[src/rtl/aud_ser_pkg.sv]
package aud_ser_pkg;

    typedef enum logic [1:0] {
        FMT_PHIL = 2'd0,
        FMT_MSBJ = 2'd1,
        FMT_LSBJ = 2'd2,
        FMT_PCM  = 2'd3
    } fmt_e;

    typedef struct packed {
        fmt_e       fmt;
        logic       pcm_long;
        logic       cpol;
        logic [1:0] dlen;
        logic       chlen;
    } ser_cfg_t;

    localparam logic [1:0] DLEN_BAD = 2'b11;

endpackage

[src/rtl/aud_ser_bclk.sv]
module aud_ser_bclk #(
    parameter int DIV_W = 8
) (
    input  logic             clk,
    input  logic             rst_n,
    input  logic             run,
    input  logic [DIV_W-1:0] half,
    output logic             bclk,
    output logic             fall
);
    typedef struct packed {
        logic [DIV_W-1:0] cnt;
        logic             lvl;
    } st_t;

    st_t              st_d, st_q;
    logic [DIV_W-1:0] lim;

    always_comb begin
        st_d = st_q;
        fall = 1'b0;
        lim  = (half == '0) ? DIV_W'(1) : half;
        if (!run) begin
            st_d = '0;
        end else if (st_q.cnt == lim - DIV_W'(1)) begin
            st_d.cnt = '0;
            st_d.lvl = ~st_q.lvl;
            fall     = st_q.lvl;
        end else begin
            st_d.cnt = st_q.cnt + DIV_W'(1);
        end
    end

    always_ff @(posedge clk or negedge rst_n) begin
        if (!rst_n) st_q <= '0;
        else        st_q <= st_d;
    end

    assign bclk = st_q.lvl;

endmodule

[src/rtl/aud_ser_frame.sv]
module aud_ser_frame
    import aud_ser_pkg::*;
#(
    parameter int SMP_W     = 32,
    parameter int LONG_SYNC = 13
) (
    input  logic             clk,
    input  logic             rst_n,
    input  logic             run,
    input  logic             fall,
    input  ser_cfg_t         cfg,
    input  logic             s_valid,
    input  logic [SMP_W-1:0] s_left,
    input  logic [SMP_W-1:0] s_right,
    output logic             s_ready,
    output logic             ws,
    output logic             sd
);
    localparam int SLOT_W = $clog2(2 * SMP_W);
    localparam int IDX_W  = $clog2(SMP_W);
    localparam logic [SLOT_W-1:0] CH_S = SLOT_W'(SMP_W / 2);
    localparam logic [SLOT_W-1:0] CH_L = SLOT_W'(SMP_W);
    localparam logic [SLOT_W-1:0] DL_S = SLOT_W'(SMP_W / 2);
    localparam logic [SLOT_W-1:0] DL_M = SLOT_W'(SMP_W * 3 / 4);
    localparam logic [SLOT_W-1:0] DL_L = SLOT_W'(SMP_W);

    typedef struct packed {
        logic [SLOT_W-1:0] slot;
        logic              fresh;
        logic [SMP_W-1:0]  cur_l;
        logic [SMP_W-1:0]  cur_r;
        logic [SMP_W-1:0]  buf_l;
        logic [SMP_W-1:0]  buf_r;
        logic              buf_full;
        logic              dly;
        logic              ws;
        logic              sd;
    } st_t;

    st_t               st_d, st_q;
    logic [SLOT_W-1:0] chl, dl, last, k, pos, idx;
    logic [SLOT_W:0]   flen;
    logic [SMP_W-1:0]  smp;
    logic              right, hit, bitv;

    always_comb begin
        st_d  = st_q;
        chl   = (cfg.dlen != 2'd0 || cfg.chlen) ? CH_L : CH_S;
        unique case (cfg.dlen)
            2'd0:    dl = DL_S;
            2'd1:    dl = DL_M;
            default: dl = DL_L;
        endcase
        flen  = (cfg.fmt == FMT_PCM) ? {1'b0, chl} : {chl, 1'b0};
        last  = SLOT_W'(flen - 1'b1);
        k     = '0;
        pos   = '0;
        idx   = '0;
        smp   = '0;
        right = 1'b0;
        hit   = 1'b0;
        bitv  = 1'b0;

        if (!run) begin
            st_d.slot  = '0;
            st_d.fresh = 1'b1;
            st_d.ws    = 1'b0;
            st_d.sd    = 1'b0;
            st_d.dly   = 1'b0;
        end else if (fall) begin
            k          = (st_q.fresh || st_q.slot == last) ? '0 : st_q.slot + 1'b1;
            st_d.fresh = 1'b0;
            st_d.slot  = k;
            if (k == '0) begin
                if (st_q.buf_full) begin
                    st_d.cur_l    = st_q.buf_l;
                    st_d.cur_r    = st_q.buf_r;
                    st_d.buf_full = 1'b0;
                end else begin
                    st_d.cur_l = '0;
                    st_d.cur_r = '0;
                end
            end
            right = (cfg.fmt != FMT_PCM) && (k >= chl);
            pos   = right ? k - chl : k;
            smp   = right ? st_d.cur_r : st_d.cur_l;
            if (cfg.fmt == FMT_LSBJ) begin
                idx = chl - 1'b1 - pos;
                hit = idx < dl;
            end else begin
                idx = dl - 1'b1 - pos;
                hit = pos < dl;
            end
            bitv      = hit & smp[idx[IDX_W-1:0]];
            st_d.sd   = (cfg.fmt == FMT_PHIL) ? st_q.dly : bitv;
            st_d.dly  = bitv;
            if (cfg.fmt == FMT_PCM)
                st_d.ws = cfg.pcm_long ? (k < SLOT_W'(LONG_SYNC)) : (k == chl - 1'b1);
            else
                st_d.ws = right;
        end

        if (s_valid && !st_q.buf_full) begin
            st_d.buf_l    = s_left;
            st_d.buf_r    = s_right;
            st_d.buf_full = 1'b1;
        end
    end

    always_ff @(posedge clk or negedge rst_n) begin
        if (!rst_n) begin
            st_q       <= '0;
            st_q.fresh <= 1'b1;
        end else begin
            st_q <= st_d;
        end
    end

    assign s_ready = ~st_q.buf_full;
    assign ws      = st_q.ws;
    assign sd      = st_q.sd;

    // serial outputs only move on the launching bit-clock edge
    p_hold_between_edges_r4: assert property (@(posedge clk) disable iff (!rst_n)
        run && !fall |=> $stable(sd) && $stable(ws));

    // an accepted pair fills the buffer, so ready drops
    p_ready_drop_r12: assert property (@(posedge clk) disable iff (!rst_n)
        s_valid && s_ready |=> !s_ready);

endmodule

[src/rtl/aud_ser_tx.sv]
module aud_ser_tx
    import aud_ser_pkg::*;
#(
    parameter int DIV_W = 8,
    parameter int SMP_W = 32
) (
    input  logic             clk,
    input  logic             rst_n,
    input  logic             en,
    input  logic             cfg_wr,
    input  logic [1:0]       cfg_fmt,
    input  logic             cfg_pcm_long,
    input  logic             cfg_cpol,
    input  logic [1:0]       cfg_dlen,
    input  logic             cfg_chlen,
    input  logic [DIV_W-1:0] cfg_half,
    input  logic             s_valid,
    input  logic [SMP_W-1:0] s_left,
    input  logic [SMP_W-1:0] s_right,
    output logic             s_ready,
    output logic             sck,
    output logic             ws,
    output logic             sd,
    output logic             cfg_err
);
    typedef struct packed {
        ser_cfg_t         cfg;
        logic [DIV_W-1:0] half;
        logic             err;
    } st_t;

    st_t  st_d, st_q;
    logic bclk, fall;

    always_comb begin
        st_d = st_q;
        if (cfg_wr && !en) begin
            if (cfg_dlen == DLEN_BAD) begin
                st_d.err = 1'b1;
            end else begin
                st_d.cfg.fmt      = fmt_e'(cfg_fmt);
                st_d.cfg.pcm_long = cfg_pcm_long;
                st_d.cfg.cpol     = cfg_cpol;
                st_d.cfg.dlen     = cfg_dlen;
                st_d.cfg.chlen    = cfg_chlen;
                st_d.half         = cfg_half;
                st_d.err          = 1'b0;
            end
        end
    end

    always_ff @(posedge clk or negedge rst_n) begin
        if (!rst_n) begin
            st_q      <= '0;
            st_q.half <= DIV_W'(1);
        end else begin
            st_q <= st_d;
        end
    end

    aud_ser_bclk #(.DIV_W(DIV_W)) bclk_i (
        .clk  (clk),
        .rst_n(rst_n),
        .run  (en),
        .half (st_q.half),
        .bclk (bclk),
        .fall (fall)
    );

    aud_ser_frame #(.SMP_W(SMP_W)) frame_i (
        .clk    (clk),
        .rst_n  (rst_n),
        .run    (en),
        .fall   (fall),
        .cfg    (st_q.cfg),
        .s_valid(s_valid),
        .s_left (s_left),
        .s_right(s_right),
        .s_ready(s_ready),
        .ws     (ws),
        .sd     (sd)
    );

    assign sck     = bclk ^ st_q.cfg.cpol;
    assign cfg_err = st_q.err;

    // settings cannot move while streaming
    p_cfg_frozen_r2: assert property (@(posedge clk) disable iff (!rst_n)
        en |=> $stable(st_q.cfg) && $stable(st_q.half));

    // illegal length code is flagged and not stored
    p_bad_len_r3: assert property (@(posedge clk) disable iff (!rst_n)
        cfg_wr && !en && cfg_dlen == DLEN_BAD |=> cfg_err && $stable(st_q.cfg));

    // bit clock rests at the stored polarity while disabled
    p_idle_level_r4: assert property (@(posedge clk) disable iff (!rst_n)
        !en |=> sck == st_q.cfg.cpol);

endmodule

[config.mk]
export PLATFORM = sky130hd
export DESIGN_NAME = aud_ser_tx
export DESIGN_NICKNAME = d
export VERILOG_FILES = /design/src/rtl/aud_ser_pkg.sv /design/src/rtl/aud_ser_bclk.sv /design/src/rtl/aud_ser_frame.sv /design/src/rtl/aud_ser_tx.sv
export SDC_FILE = /design/constraint.sdc
export NUM_CORES = 1
export LEC_CHECK = 0
export ABC_AREA = 1
export ABC_CLOCK_PERIOD_IN_PS = 3220
export BUFFER_PORTS_ARGS = -buffer_cell sky130_fd_sc_hd__buf_4
export CORE_MARGIN = 5
export CORE_UTILIZATION = 54
export DETAILED_ROUTE_END_ITERATION = 10
export PLACE_DENSITY = 0.77
export SYNTH_ARGS = -nofsm -noshare
export SYNTH_HDL_FRONTEND = slang
export SYNTH_HIERARCHICAL = 1
export SYNTH_SLANG_ARGS = --single-unit
[constraint.sdc]
create_clock -name clk -period 3.22 [get_ports clk]
set_input_delay 0.644 -clock clk [delete_from_list [all_inputs] [get_ports clk]]
set_output_delay 0.644 -clock clk [all_outputs]
set_load 0.005 [all_outputs]
Yosys cells after proc, flatten, opt, wreduce, memory -nomap -nowiden
Index checks and enable logic that the tools add are counted.
Widths: inputs -> output; s select.
{"block": "word_totals", "reg_bits": 164, "latchBits": 0, "ramBits": 0, "romBits": 0, "out_inout_bits": 5, "n_memories": 0}
{"block": "op_classes", "n_addsub": 9, "mul": 0, "div_mod_pow": 0, "n_lt_le_gt_ge": 5, "eq_ne": 10, "shift": 0, "n_mux": 35, "n_bitwise": 5, "n_reduce_logical": 18}
{"cell": "$mux 64", "count": 4}
{"cell": "$mux 71", "count": 1}
{"cell": "$mux 32", "count": 1}
{"cell": "$mux 6", "count": 4}
{"cell": "$mux 8", "count": 2}
{"cell": "$mux 5", "count": 3}
{"cell": "$mux 1", "count": 14}
{"cell": "$eq 6x6->1", "count": 2}
{"cell": "$lt 6x6->1", "count": 2}
{"cell": "$pmux 6 s2", "count": 1}
{"cell": "$sub 6x1->6 const B", "count": 2}
{"cell": "$sub 6x6->6", "count": 2}
{"cell": "$mux 9", "count": 1}
{"cell": "$add 8x1->8 const B", "count": 1}
{"cell": "$eq 8x8->1", "count": 1}
{"cell": "$logic_not 8->1", "count": 1}
{"cell": "$reduce_bool 2->1", "count": 4}
{"cell": "$sub 8x1->8 const B", "count": 1}
{"cell": "$mux 7", "count": 1}
{"cell": "$add 6x1->6 const B", "count": 1}
{"cell": "$eq 2x2->1 const B", "count": 3}
{"cell": "$ge 6x6->1", "count": 1}
{"cell": "$logic_not 6->1", "count": 1}
{"cell": "$lt 5x6->1 const B", "count": 1}
{"cell": "18 further kinds", "count": 27}

Longest topological paths before layout
{"block": "logic_depth", "depth_word": 22, "mapped_depth": 29, "depth_no_buf": 28}

Hierarchy
The synthesis kept the hierarchy.
{"module": "aud_ser_frame", "instances": 1, "cells_each": 882, "area_each_um2": 7335.8, "seq_area_each_um2": 3479.6}
{"module": "aud_ser_bclk", "instances": 1, "cells_each": 121, "area_each_um2": 792.0, "seq_area_each_um2": 225.2}
{"module": "aud_ser_tx", "instances": 1, "cells_each": 73, "area_each_um2": 669.4, "seq_area_each_um2": 401.6}

Least setup slack after synthesis
OpenSTA, ideal clock, no wires.
{"block": "synth_timing", "path_type": "register -> register", "startpoint": "reg frame_i/st_q[133] in the netlist's numbering", "endpoint": "reg frame_i.st_q (netlist bit frame_i/sd)", "setup_ps": 116, "arrival_time_ps": 3298, "required_time_ps": 3104, "path_slack_ps": -194, "path_stages_with_launch": 27, "n_path_buf": 1, "period_less_slack_ps": 3414, "path_cell_list": "dfrtp_1 -> ha_1 -> nand3_1 -> clkinv_1 -> nand3_1 -> nor2_1 -> nor2_2 -> inv_1 -> nor2_1 -> ha_1 -> nand2_1 -> inv_1 -> nand3_4 -> nand2_1 -> nand2_2 -> buf_6 -> nand2_1 -> o21ai_2 -> nand2_1 -> xnor2_1 -> ha_1 -> nand3_1 -> a32o_1 -> nand3_1 -> nand2_1 -> nand2_1 -> nand2_1"}
{"block": "synth_via", "elab_chain_cells": 16}
{"item": "start: declaration", "line_no": "aud_ser_frame.sv:40", "text": "st_t st_d, st_q;"}
{"item": "start signal: assignment", "line_no": "aud_ser_frame.sv:115", "text": "st_q <= st_d;"}
{"item": "branches (longest 2 deep; another with $add 6x1->6)"}
{"item": "$mux 6 (*)", "line_no": "aud_ser_frame.sv:71", "text": "k = (st_q.fresh || st_q.slot == last) ? '0 : st_q.slot + 1'b1;"}
{"item": "$ge 6x6->1", "line_no": "aud_ser_frame.sv:84", "text": "right = (cfg.fmt != FMT_PCM) && (k >= chl);"}
{"item": "$logic_and 1x1->1", "line_no": "aud_ser_frame.sv:84"}
{"item": "$mux 6", "line_no": "aud_ser_frame.sv:85", "text": "pos = right ? k - chl : k;"}
{"item": "$sub 6x6->6 or $sub 5x5->5 (tied branches)", "line_no": "aud_ser_frame.sv:88, aud_ser_frame.sv:91"}
{"item": "$mux 5", "line_no": "aud_ser_frame.sv:87", "text": "if (cfg.fmt == FMT_LSBJ) begin"}
{"item": "$mux 5", "line_no": "aud_ser_frame.sv:70", "text": "end else if (fall) begin"}
{"item": "$mux 5", "line_no": "aud_ser_frame.sv:64", "text": "if (!run) begin"}
{"item": "$bmux 1 s5", "line_no": "aud_ser_frame.sv:94", "text": "bitv = hit & smp[idx[IDX_W-1:0]];"}
{"item": "$mux 1 (implied by the code)", "line_no": "aud_ser_frame.sv:94"}
{"item": "$and 1x1->1 (*)", "line_no": "aud_ser_frame.sv:94"}
{"item": "$mux 1 (*)", "line_no": "aud_ser_frame.sv:95", "text": "st_d.sd = (cfg.fmt == FMT_PHIL) ? st_q.dly : bitv;"}
{"item": "$mux 4 (*)", "line_no": "aud_ser_frame.sv:70"}
{"item": "$mux 3 (*)", "line_no": "aud_ser_frame.sv:64"}
Every way passes the cells marked *. The select of a mux whose other input is x is not followed.
A chain may end at the register's enable or synchronous reset.

==> metrics <==
synth warn=6; CP endpoint kind=register; Initial Util=55.18%; startpoint types=register; synth-to-layout area growth=21.11%; CTS tree=done; Min-Delay Path Class=input port to asynchronous set/reset pin; Leakage Power=5.333 nW; pwr dens=572.8 mW/mm^2; worst-margin pin slew=0.7788 ns; overall power=6.103 mW; post-synth cell types=49; GRT Residual Overflow=0; DR vias=7640; Syn Inst Count=1076; FF-to-FF path depth=25; DR DRC count=0; clk_skew=0.01110 ns; TritonCTS buffer count=17; fin cells=1406; number of flops mapped to enable cells by yosys=0; Switch Pwr=1.906 mW; total track usage=23.03%; crit-path max FO=4; Starting DRT DRC Count=625; hold slack=0.2360 ns; synthesized flop and latch total=164; Cells after DPL=1357; layout cells sized above 1=24.62%; Core Util, Final=66.83%; Die ar.=0.01894 sq mm; DRT Pass-1 Iters=5; DP Wirelength=14.10 mm; Final Setup Violations=2; register area share after synthesis=46.68%; port bufs=88; Post-synth top flop=dfrtp_1; min Tclk post-route=3.260 ns; routability cong.=0.9187; Clk network pwr share=32.8%; max_slew headroom=47.91%; vias in the first global route=7344; drt total wl=21.28 mm; clock sinks=164; Die X=137.6 um; hold buffer count at CTS=0; Gate power share=25.4%; crit share post-route=101.3%; Root Buffer=clkbuf_16; nets=1272; RSZ-0062 raised after global routing=yes; Setup CP Type=register to register; fmax=306.7 MHz; outcome=finished, violations left; Seq pwr share=41.9%; antenna violations before repair=0; largest net degree at the start of global routing=110; num ports=89; Final Hold Fails=0; design internal power=4.197 mW; Final Max Slew Viols=0; worst endpoint required time=3.54 ns; Fill cells=1291; ANT cells=0; area leader, netlist=dfrtp_1; most frequent cells after synthesis=nand2_1 (377), dfrtp_1 (162), nand3_1 (107); synth top area cells=dfrtp_1 (46%), nand2_1 (16%), mux2_2 (8.2%), nand3_1 (6.1%), o21ai_0 (4.6%); syn_nets=1171; first-pass GRT wire length=34.89 mm; FP Rows=46; R2R Setup Slk=-0.04 ns; die height=137.6 um; Avg Inst Size Synth=8.176 sq um; Worst VDD drop=0.5895 mV; Max Cap Viol=0; Post-Place Worst Slack=-0.07192 ns; Via density=5.434; Clock Tree Buf Depth=2; mapped cell area=0.008797 sq mm; CP Data Arrival Time=3.58 ns; async set-reset flop share out of synthesis=100.0%; sw frac=31.24%; final worst slack=-0.04045 ns; ANT nets after route=0; clk slew on worst S/H paths=0.07 ns; H-tree depth=4; core area=0.01594 sq mm; violated checks=negative setup slack; count leader, synth=nand2_1; Yosys top cell area share=46.08%; wire per inst=15.13 um; clk_lat worst skew=0.43 ns
-- sequential cells by signal, indices dropped and copies added, names as in the netlist --
signal,flops
frame_i/st_q,137
st_q,15
bclk_i/st_q,8
bclk_i/bclk,1
cfg_err,1
frame_i/sd,1
frame_i/ws,1
-- power groups by stage --
stage               clock network, mW  logic (mW)  registers (mW)
floorplan                           0        1.08            2.53
global placement                    0        1.41            2.57
detailed placement                  0        1.44            2.59
CTS                              2.03        1.48            2.55
global route                     2.11        1.75            2.59
finish                           2.00        1.55            2.55
-- metrics by stage --
step / TNS (ns) / cell area, sq um
after CTS: 0 / 10470
after detailed placement: -0.08145 / 9808
final: -0.05034 / 10650
after floorplan: 0 / 8840
after global routing: -0.4374 / 10650
after global placement: 0 / 9808
-- critical path: stages (launching register included) --
cell     delay (ns)
dfrtp_1        0.39
nor2_2         0.14
nand2_2        0.11
nor2_2         0.13
nand2_1        0.06
nand2_1        0.07
nor2_2         0.04
nor2_2         0.18
nand2_2        0.10
ha_4           0.31
nand2_2        0.06
inv_2          0.06
nand3_4        0.10
nand2_4        0.10
nand2_4        0.06
nand2_2        0.07
o21ai_4        0.07
buf_4          0.15
xor2_4         0.17
ha_4           0.27
nand3_1        0.07
a32o_1         0.23
nand3_2        0.07
nand2_1        0.06
nand2_1        0.05
nand2_1        0.04
-- logic make-up after synthesis --
family / Yosys count / synth area share [%]
flops: 164 / 46.68
fa+ha+maj: 11 / 1.650
buf+inv: 132 / 6.215
xor+xnor: 15 / 1.579
compound gates: 119 / 7.794
simple gates: 571 / 27.89
mux: 64 / 8.192
-- repair_timing --
action	CTS	global route
setup endpoints to repair	2	67
resized for setup	5	19
setup buffers	8	8
hold endpoints to repair	0	0
gates cloned	0	1
pin swaps	5	12
-- worst paths after layout --
| check | start | endpoint |
|---|---|---|
| min in group clk | s_left[23] | frame_i/st_q[59] |
| max in group asynchronous | rst_n | frame_i/st_q[3] |
| max | st_q[9] | frame_i/sd |
| max reg2reg | st_q[9] | frame_i/sd |
| min reg2reg | st_q[1] | st_q[1] |
| min | rst_n | frame_i/st_q[52] |
-- layout by cell type, fill, tap and decap left out, types with 7 or more instances in the layout --
| cell | synthesis | final |
|---|---|---|
| nand2_1 | 377 | 371 |
| dfrtp_1 | 162 | 159 |
| buf_4 | 4 | 127 |
| nand3_1 | 107 | 104 |
| o21ai_0 | 81 | 81 |
| inv_1 | 71 | 67 |
| mux2_2 | 64 | 64 |
| nor2_1 | 41 | 37 |
| clkbuf_16 | 0 | 18 |
| o21ai_1 | 16 | 16 |
| nand3b_1 | 15 | 15 |
| inv_2 | 7 | 10 |
| nand2_2 | 6 | 9 |
| nor2_2 | 6 | 9 |
| xor2_1 | 10 | 8 |
| ha_1 | 10 | 7 |
-- area by class of cell --
type / instances / area, sq um / area share, %
timing repair buffer: 135 / 1104 / 10.36
clock buffer: 18 / 439.2 / 4.122
tap: 216 / 270.3 / 2.537
sequential: 164 / 4110 / 38.58
inverter: 79 / 300.3 / 2.819
multi-input combinational: 780 / 4290 / 40.27
clock inverter: 14 / 140.1 / 1.315
-- routing by layer --
| metal | up-vias | global-route usage (%) | wire length (um) |
|---|---|---|---|
| met2 | 210 | 37.42 | 10210 |
| met3 | 36 | 5.223 | 1252 |
| met1 | 3694 | 31.08 | 9473 |
| met5 | - | 0 | 0 |
| met4 | 0 | 6.541 | 342 |
| li1 | 3700 | - | - |
Note: power is estimated with default switching activity, not from simulation.
